### config.mk
export PLATFORM = sky130hd
export DESIGN_NAME = eccmon_unit
export DESIGN_NICKNAME = d
export VERILOG_FILES = /design/src/rtl/eccmon_pkg.sv /design/src/rtl/eccmon_ctrl.sv /design/src/rtl/eccmon_dp.sv /design/src/rtl/eccmon_unit.sv
export SDC_FILE = /design/constraint.sdc
export NUM_CORES = 1
export LEC_CHECK = 0
export ABC_AREA = 1
export BUFFER_PORTS_ARGS = -buffer_cell sky130_fd_sc_hd__clkbuf_2
export CORE_AREA = 2 2 180 182
export DETAILED_ROUTE_END_ITERATION = 7
export DIE_AREA = 0 0 182 184
export PLACE_DENSITY = 0.5
export SYNTH_ARGS = -nofsm -noshare
export SYNTH_HDL_FRONTEND = slang
export SYNTH_HIERARCHICAL = 1
export SYNTH_SLANG_ARGS = --single-unit
### constraint.sdc
create_clock -name clk -period 1.4 [get_ports clk]
set_input_delay 0.28 -clock clk [delete_from_list [all_inputs] [get_ports clk]]
set_output_delay 0.28 -clock clk [all_outputs]
set_load 0.01 [all_outputs]
### src/rtl/eccmon_pkg.sv
`timescale 1ns/1ps
package eccmon_pkg;
  parameter int NUM_BANKS = 2;
  parameter int ADDR_W    = 13;
  parameter int CNT_W     = 16;
  parameter int DATA_W    = 32;
  parameter int REG_AW    = 3;
  localparam int EVT_W    = 2 * NUM_BANKS;
  localparam int ENC_PAD  = DATA_W - 2 * ADDR_W;
  localparam int CNT_PAD  = DATA_W - 2 * CNT_W;

  typedef enum logic [REG_AW-1:0] {
    RA_STATUS = 3'd0,
    RA_CLEAR  = 3'd1,
    RA_UPDEN  = 3'd2,
    RA_ECCEN  = 3'd3,
    RA_CNT0   = 3'd4,
    RA_CNT1   = 3'd5,
    RA_ADR0   = 3'd6,
    RA_ADR1   = 3'd7
  } regAddr_e;

  typedef struct packed {
    logic [EVT_W-1:0] w1c;
    logic [EVT_W-1:0] clr;
    logic [EVT_W-1:0] logEvt;
    logic [EVT_W-1:0] flagEvt;
  } ctlStrobe_t;
endpackage

### src/rtl/eccmon_ctrl.sv
`timescale 1ns/1ps
module eccmon_ctrl
  import eccmon_pkg::*;
(
  input  logic                 clk,
  input  logic                 rstN,
  input  logic                 wrEn,
  input  logic [REG_AW-1:0]    regAddr,
  input  logic [EVT_W-1:0]     wrBits,
  input  logic [EVT_W-1:0]     evtRaw,
  output ctlStrobe_t           strobes,
  output logic [EVT_W-1:0]     updEnQ,
  output logic [NUM_BANKS-1:0] eccEnQ
);
  logic wrStatus, wrClear, wrUpd, wrEcc;

  assign wrStatus = wrEn && (regAddr == RA_STATUS);
  assign wrClear  = wrEn && (regAddr == RA_CLEAR);
  assign wrUpd    = wrEn && (regAddr == RA_UPDEN);
  assign wrEcc    = wrEn && (regAddr == RA_ECCEN);

  always_ff @(posedge clk or negedge rstN) begin
    if (!rstN) begin
      updEnQ <= '0;
      eccEnQ <= '0;
    end else begin
      if (wrUpd) updEnQ <= wrBits;
      if (wrEcc) eccEnQ <= wrBits[NUM_BANKS-1:0];
    end
  end

  always_comb begin
    strobes.w1c = wrStatus ? wrBits : '0;
    strobes.clr = wrClear  ? wrBits : '0;
    for (int i = 0; i < EVT_W; i++) begin
      strobes.logEvt[i]  = evtRaw[i] & eccEnQ[i/2];
      strobes.flagEvt[i] = evtRaw[i] & eccEnQ[i/2] & updEnQ[i];
    end
  end
endmodule

### src/rtl/eccmon_dp.sv
`timescale 1ns/1ps
module eccmon_dp
  import eccmon_pkg::*;
(
  input  logic                               clk,
  input  logic                               rstN,
  input  ctlStrobe_t                         strobes,
  input  logic [NUM_BANKS*ADDR_W-1:0]        errAddr,
  output logic [EVT_W-1:0][CNT_W-1:0]        cntQ,
  output logic [EVT_W-1:0][ADDR_W-1:0]       adrQ,
  output logic [EVT_W-1:0]                   stsQ
);
  for (genvar i = 0; i < EVT_W; i++) begin : g_slot
    localparam int BANK = i / 2;
    logic atMax;
    assign atMax = &cntQ[i];

    always_ff @(posedge clk or negedge rstN) begin
      if (!rstN) begin
        cntQ[i] <= '0;
        adrQ[i] <= '0;
        stsQ[i] <= 1'b0;
      end else begin
        if (strobes.clr[i])
          cntQ[i] <= '0;
        else if (strobes.logEvt[i] && !atMax)
          cntQ[i] <= cntQ[i] + 1'b1;
        if (strobes.logEvt[i])
          adrQ[i] <= errAddr[BANK*ADDR_W +: ADDR_W];
        stsQ[i] <= strobes.flagEvt[i] | (stsQ[i] & ~strobes.w1c[i]);
      end
    end
  end
endmodule

### src/rtl/eccmon_unit.sv
`timescale 1ns/1ps
module eccmon_unit
  import eccmon_pkg::*;
(
  input  logic                          clk,
  input  logic                          rstN,
  input  logic                          wrEn,
  input  logic [REG_AW-1:0]             regAddr,
  input  logic [DATA_W-1:0]             wrData,
  output logic [DATA_W-1:0]             rdData,
  input  logic [NUM_BANKS-1:0]          sglErr,
  input  logic [NUM_BANKS-1:0]          dblErr,
  input  logic [NUM_BANKS*ADDR_W-1:0]   errAddr,
  output logic                          irq
);
  ctlStrobe_t                    strobes;
  logic [EVT_W-1:0]              evtRaw;
  logic [EVT_W-1:0]              updEnQ;
  logic [NUM_BANKS-1:0]          eccEnQ;
  logic [EVT_W-1:0][CNT_W-1:0]   cntQ;
  logic [EVT_W-1:0][ADDR_W-1:0]  adrQ;
  logic [EVT_W-1:0]              stsQ;
  logic                          unusedWr;

  assign unusedWr = ^wrData[DATA_W-1:EVT_W];

  always_comb begin
    for (int b = 0; b < NUM_BANKS; b++) begin
      evtRaw[2*b]   = sglErr[b];
      evtRaw[2*b+1] = dblErr[b];
    end
  end

  eccmon_ctrl u_ctrl (
    .clk(clk), .rstN(rstN), .wrEn(wrEn), .regAddr(regAddr),
    .wrBits(wrData[EVT_W-1:0]), .evtRaw(evtRaw),
    .strobes(strobes), .updEnQ(updEnQ), .eccEnQ(eccEnQ)
  );

  eccmon_dp u_dp (
    .clk(clk), .rstN(rstN), .strobes(strobes), .errAddr(errAddr),
    .cntQ(cntQ), .adrQ(adrQ), .stsQ(stsQ)
  );

  assign irq = |stsQ;

  always_comb begin
    rdData = '0;
    case (regAddr_e'(regAddr))
      RA_STATUS: rdData[EVT_W-1:0]     = stsQ;
      RA_UPDEN:  rdData[EVT_W-1:0]     = updEnQ;
      RA_ECCEN:  rdData[NUM_BANKS-1:0] = eccEnQ;
      RA_CNT0:   rdData = {{CNT_PAD{1'b0}}, cntQ[1], cntQ[0]};
      RA_CNT1:   rdData = {{CNT_PAD{1'b0}}, cntQ[3], cntQ[2]};
      RA_ADR0:   rdData = {{ENC_PAD{1'b0}}, adrQ[1], adrQ[0]};
      RA_ADR1:   rdData = {{ENC_PAD{1'b0}}, adrQ[3], adrQ[2]};
      default:   rdData = '0;
    endcase
  end
endmodule

== Yosys cells after proc, flatten, opt, wreduce, memory -nomap -nowiden ==
Index checks and enable logic that the tools add are counted.
W data, S select, Z words.
Cells by class
  $add $sub $neg: 4
  equality and inequality tests: 7
  mux-type cells: 13
  bitwise operators: 20
  reductions and logical operators: 22
Operators with widths (number)
  $mux W16: 8
  $pmux W28 S4: 1
  $add A16 B1 Y16 const B: 4
  $reduce_and A16 Y1: 4
  $pmux W2 S7: 1
  $and A1 B1 Y1: 12
  $eq A3 B3 Y1 const B: 4
  $pmux W2 S6: 1
  $logic_and A1 B1 Y1: 8
  $mux W4: 2
  $reduce_bool A2 Y1: 4
  $eq A3 B2 Y1 const B: 2
  $logic_not A1 Y1: 4
  $not A1 Y1: 4
  $or A1 B1 Y1: 4
  $reduce_or A4 Y1: 1
  $eq A3 B1 Y1 const B: 1
  $logic_not A3 Y1: 1
Storage, ports and cells
  register bits: 126
  bits of input ports: 68
  word-level logic and storage cells: 80

== Longest topological paths before layout ==
  word-level depth: 6
  depth in mapped cells: 10
  gate-level depth less buffers: 10

== Cells and area by module ==
Netlist, hierarchy kept.
Modules (own cells, without submodules)
  eccmon_dp: times used 1, cells an instance 797, area an instance 6114.6 um^2
  eccmon_unit: times used 1, cells an instance 220, area an instance 1236.2 um^2
  eccmon_ctrl: times used 1, cells an instance 63, area an instance 396.6 um^2

== Worst setup path after synthesis ==
OpenSTA, ideal clock, no wires.
  path kind: reg2reg
  start point: register u_dp/cntQ[0] (netlist bit)
  end point: register u_dp/cntQ[4] (netlist bit)
  library setup time: 0.121 ns
  arrival: 1.426 ns
  data required time: 1.279 ns
  setup slack: -0.147 ns
  stages on the path, launching flop included: 11
  buffers on the path: 1
  clock period less this slack: 1.547 ns
  cell sequence: dfrtp_1 -> ha_1 -> nand2_1 -> nor2_4 -> nand2_2 -> nor2_2 -> o21ai_2 -> clkinv_2 -> buf_6 -> nand2_1 -> nand2_1
On the way
  word-level cells in the longest chain between the ends: 4
Ends and longest elaborated chain
  start: declaration: line eccmon_dp.sv:9  | output logic [EVT_W-1:0][CNT_W-1:0] cntQ,
  start signal: indexed assignment: line eccmon_dp.sv:27  | cntQ[i] <= cntQ[i] + 1'b1;
  parallel branches: the longest is 4 deep, another holds $add A16 B1 Y16
Several ways; the timed one is not identified. The select of a mux whose other input is x is not followed.
A chain may end at the register's enable or synchronous reset.

== Worst setup path after layout ==
  start point: register u_dp/cntQ[1] (netlist bit)
  end point: output rdData[1]
On the way
  word-level cells in the longest chain between the ends: 1
Ends and longest elaborated chain
  $pmux W2 S7: line eccmon_unit.sv:49  | case (regAddr_e'(regAddr))
  end: declaration: line eccmon_unit.sv:10  | output logic [DATA_W-1:0] rdData,
No other way between the ends.

==> flow_summary.yaml <==
critical_path:
  critical_path_class: "reg -> out"
  max_stage_delay_ps: 410
  required_ps: 1120
  r2r_end: "u_dp/cntQ[37]$_DFFE_PN0P_"
  path_cells: "buf_4 -> nand3_2 -> nand2_1 -> nor2_1 -> nand2_1 -> clkbuf_2"
  cp_max_fo: 3
  rrSetupSlack_ps: -250
  reg2reg_from: "u_ctrl/eccEnQ[1]$_DFFE_PN0P_"
  arrival_ps: 1420
  rr_worst_depth: 10
  cp_common_cell: "nand2_1"
  cp-start-kind: "flip-flop"
  cpMaxStageDelayCell: "dfrtp_1"
  end_kind: "output pin"
floorplanning:
  start_util_pct: 24.7
  die_w_um: 182
  dieArea_um2: 33500
  ios: 101
  fp.dieH_um: 184
  std_cell_rows: 65
  core_area_um2: 31400
clock_network:
  cts-buffers-inserted: 17
  htreeDepth: 4
  clockBufferDepth: 2
  cts_root_buffer: "clkbuf_16"
  cts_tree: "yes"
  clk_transition_reported_paths_ps: 70
  clock_latency_ps: 430
  clock_sinks: 126
hold_path:
  holdPathEnd: "u_dp/adrQ[36]$_DFFE_PN0P_"
  min-delay-path-class: "in -> reg"
  hold_start: "errAddr[23]"
  min_path_cells: 3
routing:
  avgViaCountPerCell: 4.80
  route.vias.total: 8627
  ant_nets: 0
  wl_per_cell_um: 16.5
  detail_route.drc_violations: 0
  drt-pass1-iter-count: 6
  drtIter0Drc: 638
  drt-total-wl_um: 29500
pwr:
  ir_worst_vdd_uv: 640
  p_leak_nw: 5.88
  pwr_density_cell_nw_per_um2: 1160
  finalPower_w: 0.0141
grt:
  grt_use_total_pct: 17.8
  grt_pass1_wl_um: 46400
  grt_max_degree: 40
  first_global_vias: 8636
  grt_overflow: 0
  antenna_found_initial: 0
status:
  violations: "negative setup slack"
  status: "finished, violations left"
layout:
  fin_area_um2: 12100
  drive_gt1_share_pct: 40.3
  area_growth_pct: 56.7
  nFillCells: 3249
  multiInputGateArea_um2: 4650
  layout_commonest_cell: "nand2_1"
  fin_nets: 1453
  seq_area_um2: 3150
  mostFrequentLayoutCells: "nand2_1, buf_4, nand4_1"
  antenna_cells: 0
  finalNonFillerCells: 1796
yosys:
  yosysSeqAreaShare_pct: 40.7
  ys.warnings.count: 6
  netlist.area_leader.share_pct: 40.7
  syn_area_um2: 7750
  synth_top_area_cell: "dfrtp_1"
  syn_inst: 1080
  synthDistinctLibCells: 32
  synthTopCellsByArea: "dfrtp_1, nand2_1, nand4_1"
  synth-seq-cells: 126
  synth_fp_nets: 1152
  avgSynthCellArea_um2: 7.17
placement:
  gp_congestion: 0.875
  placed_area_um2: 9850
  place_inst: 1675
  preCtsSetupSlack_ps: -335
  post-dp-hpwl_um: 20900
  port_buffers: 72
sta:
  timing.slew.headroom_pct: 74.8
  tightestPinTransition_ps: 378
  slew_viol_final: 0
  fin_worst_skew_ps: 9.20
  setup_ws_ps: -299
  setup_viol: 95
  fin_crit_sh_pct: 121
  min_period_ps: 1700
  grt_setup_unrepaired: "true"
  finalHoldViolCount: 0
  max_freq_mhz: 589
run:
  max_cap_violations: 0
-- routing by layer --
metal	vias up	track usage, %	wire length, µm
met3	45	2.00	1060
met2	220	29.2	14000
met4	0	7.42	847
li1	4199	-	-
met5	-	0	0
met1	4163	23.7	13600
-- worst max path at each step --
stage,cells past startpoint,endpoint,from
after global routing,6,rdData[1],u_ctrl/eccEnQ[1]$_DFFE_PN0P_
after detailed placement,8,u_dp/cntQ[9]$_DFFE_PN0P_,u_dp/cntQ[1]$_DFFE_PN0P_
after global placement,8,u_dp/cntQ[4]$_DFFE_PN0P_,u_dp/cntQ[1]$_DFFE_PN0P_
after CTS,6,rdData[1],u_ctrl/eccEnQ[1]$_DFFE_PN0P_
after floorplan,10,u_dp/cntQ[4]$_DFFE_PN0P_,u_dp/cntQ[1]$_DFFE_PN0P_
final,6,rdData[1],u_dp/cntQ[1]$_DFFE_PN0P_
-- metrics by stage --
stage | setup TNS (ps) | utilization, % | hold WS [ps]
after floorplan | -2940 | - | -15.6
after global placement | -18010 | 31.4 | 208
final | -16270 | 38.7 | 65.3
after detailed placement | -18500 | 31.4 | 212
after CTS | -14760 | 37.1 | 56.2
after global routing | -22520 | 38.7 | 82.1
-- worst max-delay path, delay by kind of cell, from the launching register on --
family / cells / cell delay [ps]
DFF: 1 / 410
and+or+nand+nor: 4 / 280
buffers and inverters: 2 / 300
-- power by group --
group | internal [W] | switching [W] | total (W)
Sequential | 0.00447 | 0.000565 | 0.00503
Combinational | 0.00209 | 0.00233 | 0.00442
Clock | 0.00270 | 0.00191 | 0.00461
Total | 0.00926 | 0.00481 | 0.0141
-- logic make-up (layout without fill, tap and decap cells) --
group,Yosys count,in the layout,share of synthesized area (%)
flops,126,126,40.7
xor+xnor,20,20,2.26
compound gates,52,52,4.43
fa+ha+maj,4,4,0.646
simple gates,741,741,43.6
buf+inv,136,450,8.25
mux,1,1,0.129
-- timing repair --
item / CTS / global route
pin swaps: 74 / 55
hold buffers: 1 / 0
cloned: 3 / 2
setup endpoints to repair: 95 / 103
endpoints found under the hold margin: 30 / 0
gates resized for setup: 169 / 119
setup buffers: 68 / 25
-- flip-flops by register name, summed over array words and instances, names as in the netlist --
register,count
u_ctrl/eccEnQ,2
u_dp/cntQ,64
u_dp/stsQ,4
u_dp/adrQ,52
u_ctrl/updEnQ,4
-- synthesized netlist by cell type --
cell type    n
nand2_1    380
nand4_1    135
dfrtp_1    126
nand3_1    109
nor2_1      88
inv_1       79
buf_2       23
xor2_1      17
a21oi_1     14
o21ai_0     12
o21bai_1    11
buf_6       10
clkbuf_1    10
nor2_2       8
o21ai_2      8
nor2_4       7
buf_4        6
inv_2        5
nand2_2      5
ha_1         4
o21ai_1      4
nand3_2      3
xnor2_1      3
clkinv_2     2
nor3_1       2
o21ai_4      2
or2_2        2
buf_1        1
mux2i_1      1
nand2_4      1
o211ai_1     1
or2_0        1
-- cell type report --
class | count | share of cell area (%)
well taps | 402 | 4.14
clock inverters | 14 | 1.30
repair inverters | 3 | 0.186
clock buffers | 18 | 3.62
repair buffers | 329 | 23.7
multi-input cells | 818 | 38.3
inverters | 86 | 2.82
flip-flops and latches | 126 | 26.0
No activity file was read; power rests on OpenSTA's default activity.
